## config.mk

```make
export PLATFORM = sky130hd
export DESIGN_NAME = pt_walker
export DESIGN_NICKNAME = d
export VERILOG_FILES = /design/src/rtl/pt_walk_pkg.sv /design/src/rtl/pt_desc_decode.sv /design/src/rtl/pt_addr_gen.sv /design/src/rtl/pt_walker.sv
export SDC_FILE = /design/constraint.sdc
export NUM_CORES = 1
export LEC_CHECK = 0
export ABC_AREA = 1
export ABC_CLOCK_PERIOD_IN_PS = 1800
export BUFFER_PORTS_ARGS = -buffer_cell sky130_fd_sc_hd__buf_2
export CAP_MARGIN = 15
export CORE_UTILIZATION = 45
export DETAILED_ROUTE_END_ITERATION = 8
export PLACE_DENSITY = 0.8
export SYNTH_ARGS = -nofsm -noshare
export SYNTH_HDL_FRONTEND = slang
export SYNTH_SLANG_ARGS = --single-unit
```

## constraint.sdc

```tcl
create_clock -name clk -period 1.8 [get_ports clk]
set_clock_uncertainty 0.15 [all_clocks]
set_input_delay 0.36 -clock clk [delete_from_list [all_inputs] [get_ports clk]]
set_output_delay 0.36 -clock clk [all_outputs]
set_load 0.01 [all_outputs]
```

## src/rtl/pt_walk_pkg.sv

```systemverilog
package pt_walk_pkg;

  typedef enum logic [1:0] {
    ST_IDLE = 2'd0,
    ST_L1   = 2'd1,
    ST_L2   = 2'd2
  } walk_state_t;

  typedef enum logic [1:0] {
    DK_FAULT = 2'b00,
    DK_LINK  = 2'b01,
    DK_MAP   = 2'b10,
    DK_RSVD  = 2'b11
  } desc_kind_t;

  typedef enum logic [1:0] {
    LS_SECTION = 2'd0,
    LS_LARGE   = 2'd1,
    LS_SMALL   = 2'd2
  } leaf_size_t;

endpackage

```

## src/rtl/pt_desc_decode.sv

```systemverilog
module pt_desc_decode
  import pt_walk_pkg::*;
#(
  parameter int ADDR_W = 32
) (
  input  logic [ADDR_W-1:0] desc,
  input  logic              level2,
  output logic              is_fault,
  output logic              is_link,
  output logic              is_leaf,
  output leaf_size_t        leaf_size
);

  desc_kind_t kind;
  assign kind = desc_kind_t'(desc[1:0]);

  always_comb begin
    is_fault  = (kind == DK_FAULT) || (kind == DK_RSVD);
    is_link   = !level2 && (kind == DK_LINK);
    is_leaf   = (kind == DK_MAP) || (level2 && (kind == DK_LINK));
    if (!level2)
      leaf_size = LS_SECTION;
    else if (kind == DK_LINK)
      leaf_size = LS_LARGE;
    else
      leaf_size = LS_SMALL;
  end

endmodule

```

## src/rtl/pt_addr_gen.sv

```systemverilog
module pt_addr_gen
  import pt_walk_pkg::*;
#(
  parameter int ADDR_W      = 32,
  parameter int L1_BITS     = 12,
  parameter int L2_BITS     = 8,
  parameter int PAGE_SHIFT  = 12,
  parameter int LARGE_SHIFT = 16
) (
  input  logic [ADDR_W-1:0] va,
  input  logic [ADDR_W-1:0] ttb,
  input  logic [ADDR_W-1:0] link,
  input  logic [ADDR_W-1:0] desc,
  input  leaf_size_t        leaf_size,
  output logic [ADDR_W-1:0] l1_addr,
  output logic [ADDR_W-1:0] l2_addr,
  output logic [ADDR_W-1:0] leaf_addr
);

  localparam int SECT_SHIFT = PAGE_SHIFT + L2_BITS;
  localparam int TTB_ALIGN  = L1_BITS + 2;
  localparam int L2_ALIGN   = L2_BITS + 2;

  function automatic logic [ADDR_W-1:0] low_mask(input int unsigned s);
    return ~({ADDR_W{1'b1}} << s);
  endfunction

  function automatic logic [ADDR_W-1:0] splice(input logic [ADDR_W-1:0] hi,
                                               input logic [ADDR_W-1:0] lo,
                                               input int unsigned s);
    return (hi & ~low_mask(s)) | (lo & low_mask(s));
  endfunction

  function automatic logic [ADDR_W-1:0] entry_offset(input logic [ADDR_W-1:0] idx,
                                                     input int unsigned bits);
    return (idx & low_mask(bits)) << 2;
  endfunction

  always_comb begin
    l1_addr = splice(ttb, entry_offset(va >> SECT_SHIFT, L1_BITS), TTB_ALIGN);
    l2_addr = splice(link, entry_offset(va >> PAGE_SHIFT, L2_BITS), L2_ALIGN);
    case (leaf_size)
      LS_SECTION: leaf_addr = splice(desc, va, SECT_SHIFT);
      LS_LARGE:   leaf_addr = splice(desc, va, LARGE_SHIFT);
      default:    leaf_addr = splice(desc, va, PAGE_SHIFT);
    endcase
  end

endmodule

```

## src/rtl/pt_walker.sv

```systemverilog
module pt_walker
  import pt_walk_pkg::*;
#(
  parameter int ADDR_W      = 32,
  parameter int L1_BITS     = 12,
  parameter int L2_BITS     = 8,
  parameter int PAGE_SHIFT  = 12,
  parameter int LARGE_SHIFT = 16
) (
  input  logic              clk,
  input  logic              rst_n,
  input  logic              req_valid,
  input  logic [ADDR_W-1:0] req_vaddr,
  output logic              req_ready,
  input  logic [ADDR_W-1:0] ttb_base,
  output logic              mem_rd,
  output logic [ADDR_W-1:0] mem_addr,
  input  logic              mem_done,
  input  logic [ADDR_W-1:0] mem_rdata,
  output logic              resp_valid,
  output logic [ADDR_W-1:0] resp_paddr,
  output logic              page_fault,
  output logic [ADDR_W-1:0] fault_vaddr
);

  walk_state_t       state_q;
  logic [ADDR_W-1:0] va_q, ttb_q, link_q;

  logic              is_fault, is_link, is_leaf;
  leaf_size_t        leaf_size;
  logic [ADDR_W-1:0] l1_addr, l2_addr, leaf_addr;

  // Named internal events
  logic accept, step_done, leaf_hit, fault_hit, link_hit;

  assign req_ready = (state_q == ST_IDLE);
  assign accept    = req_valid && req_ready;
  assign mem_rd    = (state_q != ST_IDLE);
  assign mem_addr  = (state_q == ST_L2) ? l2_addr : l1_addr;
  assign step_done = mem_rd && mem_done;
  assign leaf_hit  = step_done && is_leaf;
  assign fault_hit = step_done && is_fault;
  assign link_hit  = step_done && is_link;

  pt_desc_decode #(.ADDR_W(ADDR_W)) u_decode (
    .desc      (mem_rdata),
    .level2    (state_q == ST_L2),
    .is_fault  (is_fault),
    .is_link   (is_link),
    .is_leaf   (is_leaf),
    .leaf_size (leaf_size)
  );

  pt_addr_gen #(
    .ADDR_W      (ADDR_W),
    .L1_BITS     (L1_BITS),
    .L2_BITS     (L2_BITS),
    .PAGE_SHIFT  (PAGE_SHIFT),
    .LARGE_SHIFT (LARGE_SHIFT)
  ) u_addr (
    .va        (va_q),
    .ttb       (ttb_q),
    .link      (link_q),
    .desc      (mem_rdata),
    .leaf_size (leaf_size),
    .l1_addr   (l1_addr),
    .l2_addr   (l2_addr),
    .leaf_addr (leaf_addr)
  );

  always_ff @(posedge clk) begin
    if (!rst_n) begin
      state_q     <= ST_IDLE;
      va_q        <= '0;
      ttb_q       <= '0;
      link_q      <= '0;
      resp_valid  <= 1'b0;
      resp_paddr  <= '0;
      page_fault  <= 1'b0;
      fault_vaddr <= '0;
    end else begin
      resp_valid <= leaf_hit;
      page_fault <= fault_hit;
      if (leaf_hit)  resp_paddr  <= leaf_addr;
      if (fault_hit) fault_vaddr <= va_q;
      case (state_q)
        ST_IDLE: begin
          if (accept) begin
            va_q    <= req_vaddr;
            ttb_q   <= ttb_base;
            state_q <= ST_L1;
          end
        end
        ST_L1, ST_L2: begin
          if (link_hit) begin
            link_q  <= mem_rdata;
            state_q <= ST_L2;
          end else if (step_done) begin
            state_q <= ST_IDLE;
          end
        end
        default: state_q <= ST_IDLE;
      endcase
    end
  end

endmodule

```

Word level (Yosys, flattened, before mapping)
Index checks and enable logic that the tools add are counted. W data, S select, Z words.

Bitwise operators: 5. Mux-type cells: 8. Reduce and logical (&&, ||, !) cells: 18. Equality and inequality tests: 8.

Operators with widths (count): $pmux W32 S2 (1); $mux W32 (1); $or A32 B10 Y32 (1); $or A32 B12 Y32 (1); $or A32 B14 Y32 (1); $or A32 B16 Y32 (1); $or A32 B20 Y32 (1); $mux W2 (5); $logic_and A1 B1 Y1 (7); $eq A2 B1 Y1 const B (3); $eq A2 B2 Y1 const B (3); $logic_not A2 Y1 (3); $reduce_and A2 Y1 (3); $pmux W2 S2 (1); $ne A3 B3 Y1 const B (1); $logic_or A1 B1 Y1 (2); $ne A2 B1 Y1 const B (1); $reduce_bool A2 Y1 (1); $reduce_or A2 Y1 (1); $logic_not A1 Y1 (1).

Register bits after elaboration: 164.

Depth between registers and ports, before layout
Gate-level depths: netlist of the first run.

Depth in word-level cells: 6. Mapped depth: 9. Depth with buffers taken out: 8.

Modules after synthesis
A second synthesis of the first run with hierarchy kept.

Cell total of the unflattened synthesis: 895. Area total of the unflattened synthesis: 6922.9 sq um.

By module, submodules not included: pt_walker (cells an instance 768, times used 1, area each 6170.9 sq um); pt_addr_gen (cells an instance 115, times used 1, area each 689.4 sq um); pt_desc_decode (cells an instance 12, times used 1, area each 62.6 sq um).

Least setup slack after synthesis of the first run
OpenSTA, ideal clock, no wires.

Kind: register to output. From: reg state_q[0]. To: out mem_addr[10]. Data arrival time: 1.305 ns. Required time: 1.290 ns. Cell stages (with the launch flop): 9. Path slack: -0.015 ns. Cells stage by stage: dfxtp_1 -> inv_1 -> ha_1 -> buf_2 -> inv_1 -> buf_2 -> buf_2 -> nand2_1 -> nand2_1.

Longest elaborated chain between the ends: 2.

Ends and longest elaborated chain: from (decl) (RTL line pt_walker.sv:26) `walk_state_t state_q;`; from (signal assigned) (RTL line pt_walker.sv:73) `state_q <= ST_IDLE;`; from (signal assigned) (RTL line pt_walker.sv:91) `state_q <= ST_L1;`; from (signal assigned) (RTL line pt_walker.sv:97) `state_q <= ST_L2;`; $eq A2 B2 Y1 (RTL line pt_walker.sv:39) `assign mem_addr = (state_q == ST_L2) ? l2_addr : l1_addr;`; $mux W32 (RTL line pt_walker.sv:39); to (decl) (RTL line pt_walker.sv:17) `output logic [ADDR_W-1:0] mem_addr,`.

Every way passes these cells.

Final worst setup path of the first run
From: reg state_q[0]. To: out mem_addr[24].

Same word-level chain as after synthesis.

==> results_dict.tcl, run 1 <==
set metrics [dict create \
    met2_length_microns 7420 \
    end_kind "output pin" \
    ioPinCount 200 \
    rr_endpoint "fault_vaddr[31]" \
    synth_flop_cell "dfxtp_1" \
    synth_most_common_cell "nor2_1" \
    ys_warn_count 0 \
    synthToLayoutAreaGrowth_pct 32.5 \
    cts_tree "built" \
    vias 5722 \
    clk_latency_ns 0.42 \
    r2r_cells 9 \
    cts_hold_buf 0 \
    timing.final.max_slew_violations 0 \
    placementRows 41 \
    min_period_over_period_pct 112 \
    wirelength_met1_microns 6960 \
    grt_max_degree 63 \
    stdcell_count 1189 \
    grtUsageTotal_pct 24.2 \
    start_util_pct 46.0 \
    wl_per_cell_microns 13.2 \
    fin_setup_tns_ns -5.42 \
    drtPass1Iterations 7 \
    drc_errors 0 \
    design_area_sq_um 7670 \
    crit_path_max_fanout 15 \
    highest_layer "met4" \
    nFillCells 1176 \
    cts_root_buffer "clkbuf_16" \
    grt_pass1_wl_microns 24800 \
    dp_cells 1154 \
    power_leakage_nw 3.93 \
    synth_commonest_cells "nor2_1 (228), nand2_1 (172), dfxtp_1 (140)" \
    hp-class "in2reg" \
    yosysUniqueCellTypes 20 \
    ant_nets 0 \
    cp.arrival_ns 1.50 \
    port_buffers 175 \
    drv_cap 0 \
    path_class "reg2out" \
    numCtsBuffers 17 \
    ys_top_cells_by_area "dfxtp_1 (48%), nor2_1 (15%), nand2_1 (11%), o21ai_0 (7.1%), nand3_1 (4.1%)" \
    avgSynthCellArea_sq_um 6.92 \
    synth_edf_count 0 \
    synthArstFlopShare_pct 0 \
    synthCells 836 \
    dp_hpwl_microns 10700 \
    gr-total-overflow 0 \
    layout-drive-gt1-share_pct 24.6 \
    whs_path_depth 3 \
    syn_area_sq_um 5790 \
    required_ns 1.29 \
    cts.sinks 140 \
    ys_seq_elements 140 \
    outcome "finished, violations left" \
    clk_pin_slew_ns 0.06 \
    startpoint_type "register" \
    antenna_found_initial 1 \
    wl_met3_microns 1050 \
    drt_iter0_markers 488 \
    max-vdd-ir-drop_uv 610 \
    die-area_sq_um 13300 \
    core-area_sq_um 12600 \
    power.density_nw_per_um2 1030 \
    post_drt_via_cell_ratio 4.81 \
    setup_violations 31 \
    rsz0062_at_grt "true" \
    finalWorstSetupSlack_ns -0.213 \
    max-clock-path-buffers 2 \
    seq_area_frac_synth_pct 48.4 \
    hold_path_end "va_q[25]" \
    drt_wl_total_microns 15700 \
    fmax_mhz 497 \
    dpl_worst_slack_ns 0.0263 \
    worstReg2RegStart "state_q[1]" \
    fin_crit_ns 2.01 \
    h-tree-depth 4 \
    die_h_microns 115 \
    grt_pass1_vias 5052 \
    synth_top_area_share_pct 48.4 \
    finalHoldViolCount 0 \
    r2r_slack_ns 0.07 \
    worstHoldStart "req_vaddr[25]" \
    yosys.area.top_type "dfxtp_1" \
    chipWidth_microns 115 \
    gp_congestion 0.788 \
    dpl-instance-area_sq_um 6940 \
    fin_nets 1108 \
    crit_path_start "state_q[0]" \
    violations "setup timing" \
]
[critical path, stage by stage (launching register included)]
cell	delay, ns
dfxtp_2	0.34
inv_2	0.06
ha_4	0.19
inv_6	0.10
buf_12	0.14
nand2_1	0.07
nand2_1	0.07
buf_2	0.12
[cell families (layout without fill, tap and decap cells)]
kind of cell / after synthesis / after routing / share of synthesized area (%)
AO/OA/AOI/OAI: 122 / 122 / 10.6
adder cells (fa/ha/maj): 5 / 5 / 1.08
buffers and inverters: 110 / 288 / 8.37
flip-flops: 140 / 140 / 48.4
other: 1 / 4 / 0.0648
AND/OR/NAND/NOR: 458 / 458 / 31.5
[registers in the layout, indices dropped and copies added (netlist names)]
name / count
fault_vaddr: 32
link_q: 22
page_fault: 1
resp_paddr: 32
resp_valid: 1
state_q: 2
ttb_q: 18
va_q: 32
[where the power goes]
group          internal, mW  total, mW  switching, mW
sequential             3.26       3.36         0.0974
combinational         0.368      0.899          0.531
clock                  2.35       3.62           1.27
[layout make-up]
| type | count | area [sq um] | share of cell area [%] |
|---|---|---|---|
| inverters | 53 | 204 | 2.66 |
| repair buffers | 204 | 1300 | 16.9 |
| well taps | 172 | 215 | 2.81 |
| clock inverters | 6 | 108 | 1.40 |
| flip-flops and latches | 140 | 2810 | 36.6 |
| diodes | 2 | 5.00 | 0.0653 |
| clock buffers | 25 | 505 | 6.59 |
| multi-input cells | 587 | 2530 | 33.0 |
[how the worst max path moves through the flow]
stage                       to  slack, ns  cells past startpoint
3_3_place_gp   fault_vaddr[23]       0.07                      9
2_1_floorplan     mem_addr[10]      -0.02                      8
4_1_cts           mem_addr[24]      -0.22                      7
5_1_grt           mem_addr[31]      -0.28                      6
6_report          mem_addr[24]      -0.21                      7
3_5_place_dp   fault_vaddr[31]       0.03                      9
[layer usage]
| metal | vias up | track usage, % |
|---|---|---|
| met3 | 22 | 6.17 |
| met5 | - | 0 |
| li1 | 2943 | - |
| met2 | 186 | 39.6 |
| met4 | 0 | 9.35 |
| met1 | 2571 | 30.5 |
[metrics by stage]
step	power (mW)	hold WS [ns]	utilization, %
finish	7.88	0.0463	61.0
global route	8.19	0.0599	61.0
CTS	7.90	0.0330	60.7
detailed placement	4.30	0.304	55.2
global placement	4.29	0.295	55.2
floorplan	3.93	0.295	-
[cells in the final DEF (no fill, tap or decap)]
| master | n |
|---|---|
| a21oi_1 | 36 |
| buf_12 | 12 |
| buf_16 | 1 |
| buf_2 | 171 |
| buf_4 | 14 |
| buf_6 | 6 |
| bufinv_16 | 3 |
| clkbuf_1 | 3 |
| clkbuf_16 | 17 |
| clkbuf_8 | 5 |
| clkinv_2 | 2 |
| clkinvlp_4 | 1 |
| conb_1 | 2 |
| dfxtp_1 | 138 |
| dfxtp_2 | 2 |
| diode_2 | 2 |
| ha_1 | 4 |
| ha_4 | 1 |
| inv_1 | 47 |
| inv_2 | 5 |
| inv_6 | 1 |
| nand2_1 | 168 |
| nand2_2 | 6 |
| nand3_1 | 47 |
| nand3b_1 | 6 |
| nor2_1 | 228 |
| nor2_4 | 3 |
| o21ai_0 | 82 |
| o21ai_1 | 4 |
[repair_timing]
| item | in CTS | in global routing |
|---|---|---|
| gates cloned | 1 | 0 |
| buffers inserted | 1 | 0 |
| resized for setup | 16 | 7 |
| hold endpoints to repair | 0 | 0 |
| setup endpoints to repair | 37 | 66 |
No activity file was read; power rests on OpenSTA's default activity.
==> run 2: changes to the inputs <==
CELL_PAD_IN_SITES_DETAIL_PLACEMENT = 0   (was unset)
CELL_PAD_IN_SITES_GLOBAL_PLACEMENT = 2   (was unset)
CORE_UTILIZATION = 24   (was 45)
GPL_TIMING_DRIVEN = 0   (was unset)
MAX_ROUTING_LAYER = met4   (was unset)
PLACE_DENSITY = 0.81   (was 0.8)
==> run 2 against run 1 <==
Effect of this change:
- the run still ends with setup timing left
- sequential cell count stayed put
- register-to-register slack worse by 0.10 ns
- total power is 3.5% higher
- core utilization is 23 points lower
- via count is 2.9% higher
- die area is 86% higher
- worst hold slack worse by 0.0064 ns
- clock-buffer cell count is 7 lower
- combinational power is 25% higher
- critical path type unchanged
==> results_dict.tcl, run 2 (synthesized netlist as in run 1, its figures left out) <==
set metrics [dict create \
    timing.final.max_slew_violations 0 \
    path_class "reg2out" \
    slew-limit-headroom_pct 62.1 \
    chipWidth_microns 157 \
    hp-class "in2reg" \
    layout-drive-gt1-share_pct 35.8 \
    fin_nets 1161 \
    max-vdd-ir-drop_uv 595 \
    fin_crit_ns 2.16 \
    finalWorstSetupSlack_ns -0.363 \
    regArea_sq_um 2810 \
    power.density_nw_per_um2 914 \
    holdWs_ns 0.0398 \
    cts.sinks 140 \
    finalHoldViolCount 0 \
    grt_pass1_vias 5607 \
    clk_pin_slew_ns 0.07 \
    drt_wl_total_microns 20900 \
    cpMaxStageDelayCell "dfxtp_2" \
    max-clock-path-buffers 2 \
    outcome "finished, violations left" \
    die-area_sq_um 24700 \
    crit_path_frequent_cell "buf_6" \
    synthToLayoutAreaGrowth_pct 54.1 \
    start_util_pct 24.6 \
    cp_cell_sequence "inv_2 > ha_4 > buf_6 > buf_4 > clkbuf_16 > nand2_1 > nand2_2 > buf_6" \
    required_ns 1.29 \
    multiInputGateArea_sq_um 3020 \
    placementRows 56 \
    layout_commonest_cell "nor2_1" \
    drc_errors 0 \
    max_stage_delay_ns 0.34 \
    dpl_worst_slack_ns -0.426 \
    nFillCells 2579 \
    ioPinCount 200 \
    numCtsBuffers 17 \
    cts_root_buffer "clkbuf_16" \
    dp_hpwl_microns 15200 \
    port_buffers 174 \
    worst_pin_slew_ns 0.569 \
    clk_latency_ns 0.42 \
    grtUsageTotal_pct 17.1 \
    end_kind "output pin" \
    fin_setup_tns_ns -10.80 \
    rsz0062_at_grt "true" \
    die_h_microns 157 \
    wl_per_cell_microns 15.0 \
    cts_tree "built" \
    stdcell_count 1395 \
    reg_top3 "fault_vaddr x32, resp_paddr x32, va_q x32" \
    drv_cap 0 \
    fmax_mhz 462 \
    grt_pass1_wl_microns 30500 \
    dp_cells 1330 \
    ant_nets 0 \
    final_cell_mix "nor2_1 (193), buf_2 (162), dfxtp_1 (138)" \
    drtPass1Iterations 5 \
    vias 5889 \
    drt_iter0_markers 300 \
    power_leakage_nw 4.27 \
    h-tree-depth 4 \
    crit_path_max_fanout 10 \
    antenna_found_initial 7 \
    final_util_pct 37.9 \
    core-area_sq_um 23500 \
    gr-total-overflow 0 \
    violations "setup timing" \
    setup_violations 52 \
    cp.arrival_ns 1.65 \
    post_drt_via_cell_ratio 4.22 \
    min_period_over_period_pct 120 \
    grt_max_degree 17 \
    startpoint_type "register" \
    gp_congestion 0.786 \
]
## run 2: where the power goes
group          leakage, nW  switching [mW]  internal (mW)
clock network        0.289            1.51           2.11
registers             1.14           0.152           3.26
logic                 2.83           0.628          0.495
## run 2: worst max-delay path, delay by kind of cell (launching register included)
family        cells  cell delay [ns]
flops             1             0.34
buf+inv           5             0.60
fa+ha+maj         1             0.15
simple gates      2             0.16
## run 2: final timing paths
kind,startpoint,endpoint,slack (ns),depth (start not counted)
worst max register to register,state_q[0],fault_vaddr[23],-0.03,10
worst min-delay path,req_vaddr[30],va_q[30],0.04,3
worst min register to register,resp_paddr[2],resp_paddr[2],0.31,2
worst max-delay path,state_q[0],mem_addr[21],-0.36,8
## run 2: stage by stage
stage	total power, mW	area (sq um)
CTS	8.05	8110
global placement	4.34	7060
global route	8.52	8920
floorplan	3.93	5790
finish	8.15	8920
detailed placement	4.34	7060
## run 2: metal layers
layer	share of wire [%]	GRT usage [%]
met1	49	21.9
met2	45	26.2
met3	6.1	4.76
met4	0.69	4.85
met5	0	-
## run 2: cell type report
class | instances | share of cell area (%)
Clock buffer | 18 | 4.92
Sequential cell | 140 | 31.5
Antenna cell | 7 | 0.196
Buffer | 57 | 5.82
Clock inverter | 14 | 1.81
Timing Repair Buffer | 200 | 15.1
Inverter | 53 | 2.40
Tap cell | 319 | 4.48
Multi-Input combinational cell | 587 | 33.8
## run 2: timing repair
item                                   CTS  global route
gates resized for setup                 98           169
setup endpoints to repair              154           166
setup buffers                            6            11
gates cloned                             3             6
endpoints found under the hold margin    0             0
pin swaps                               11            20
hold buffers                             0             0
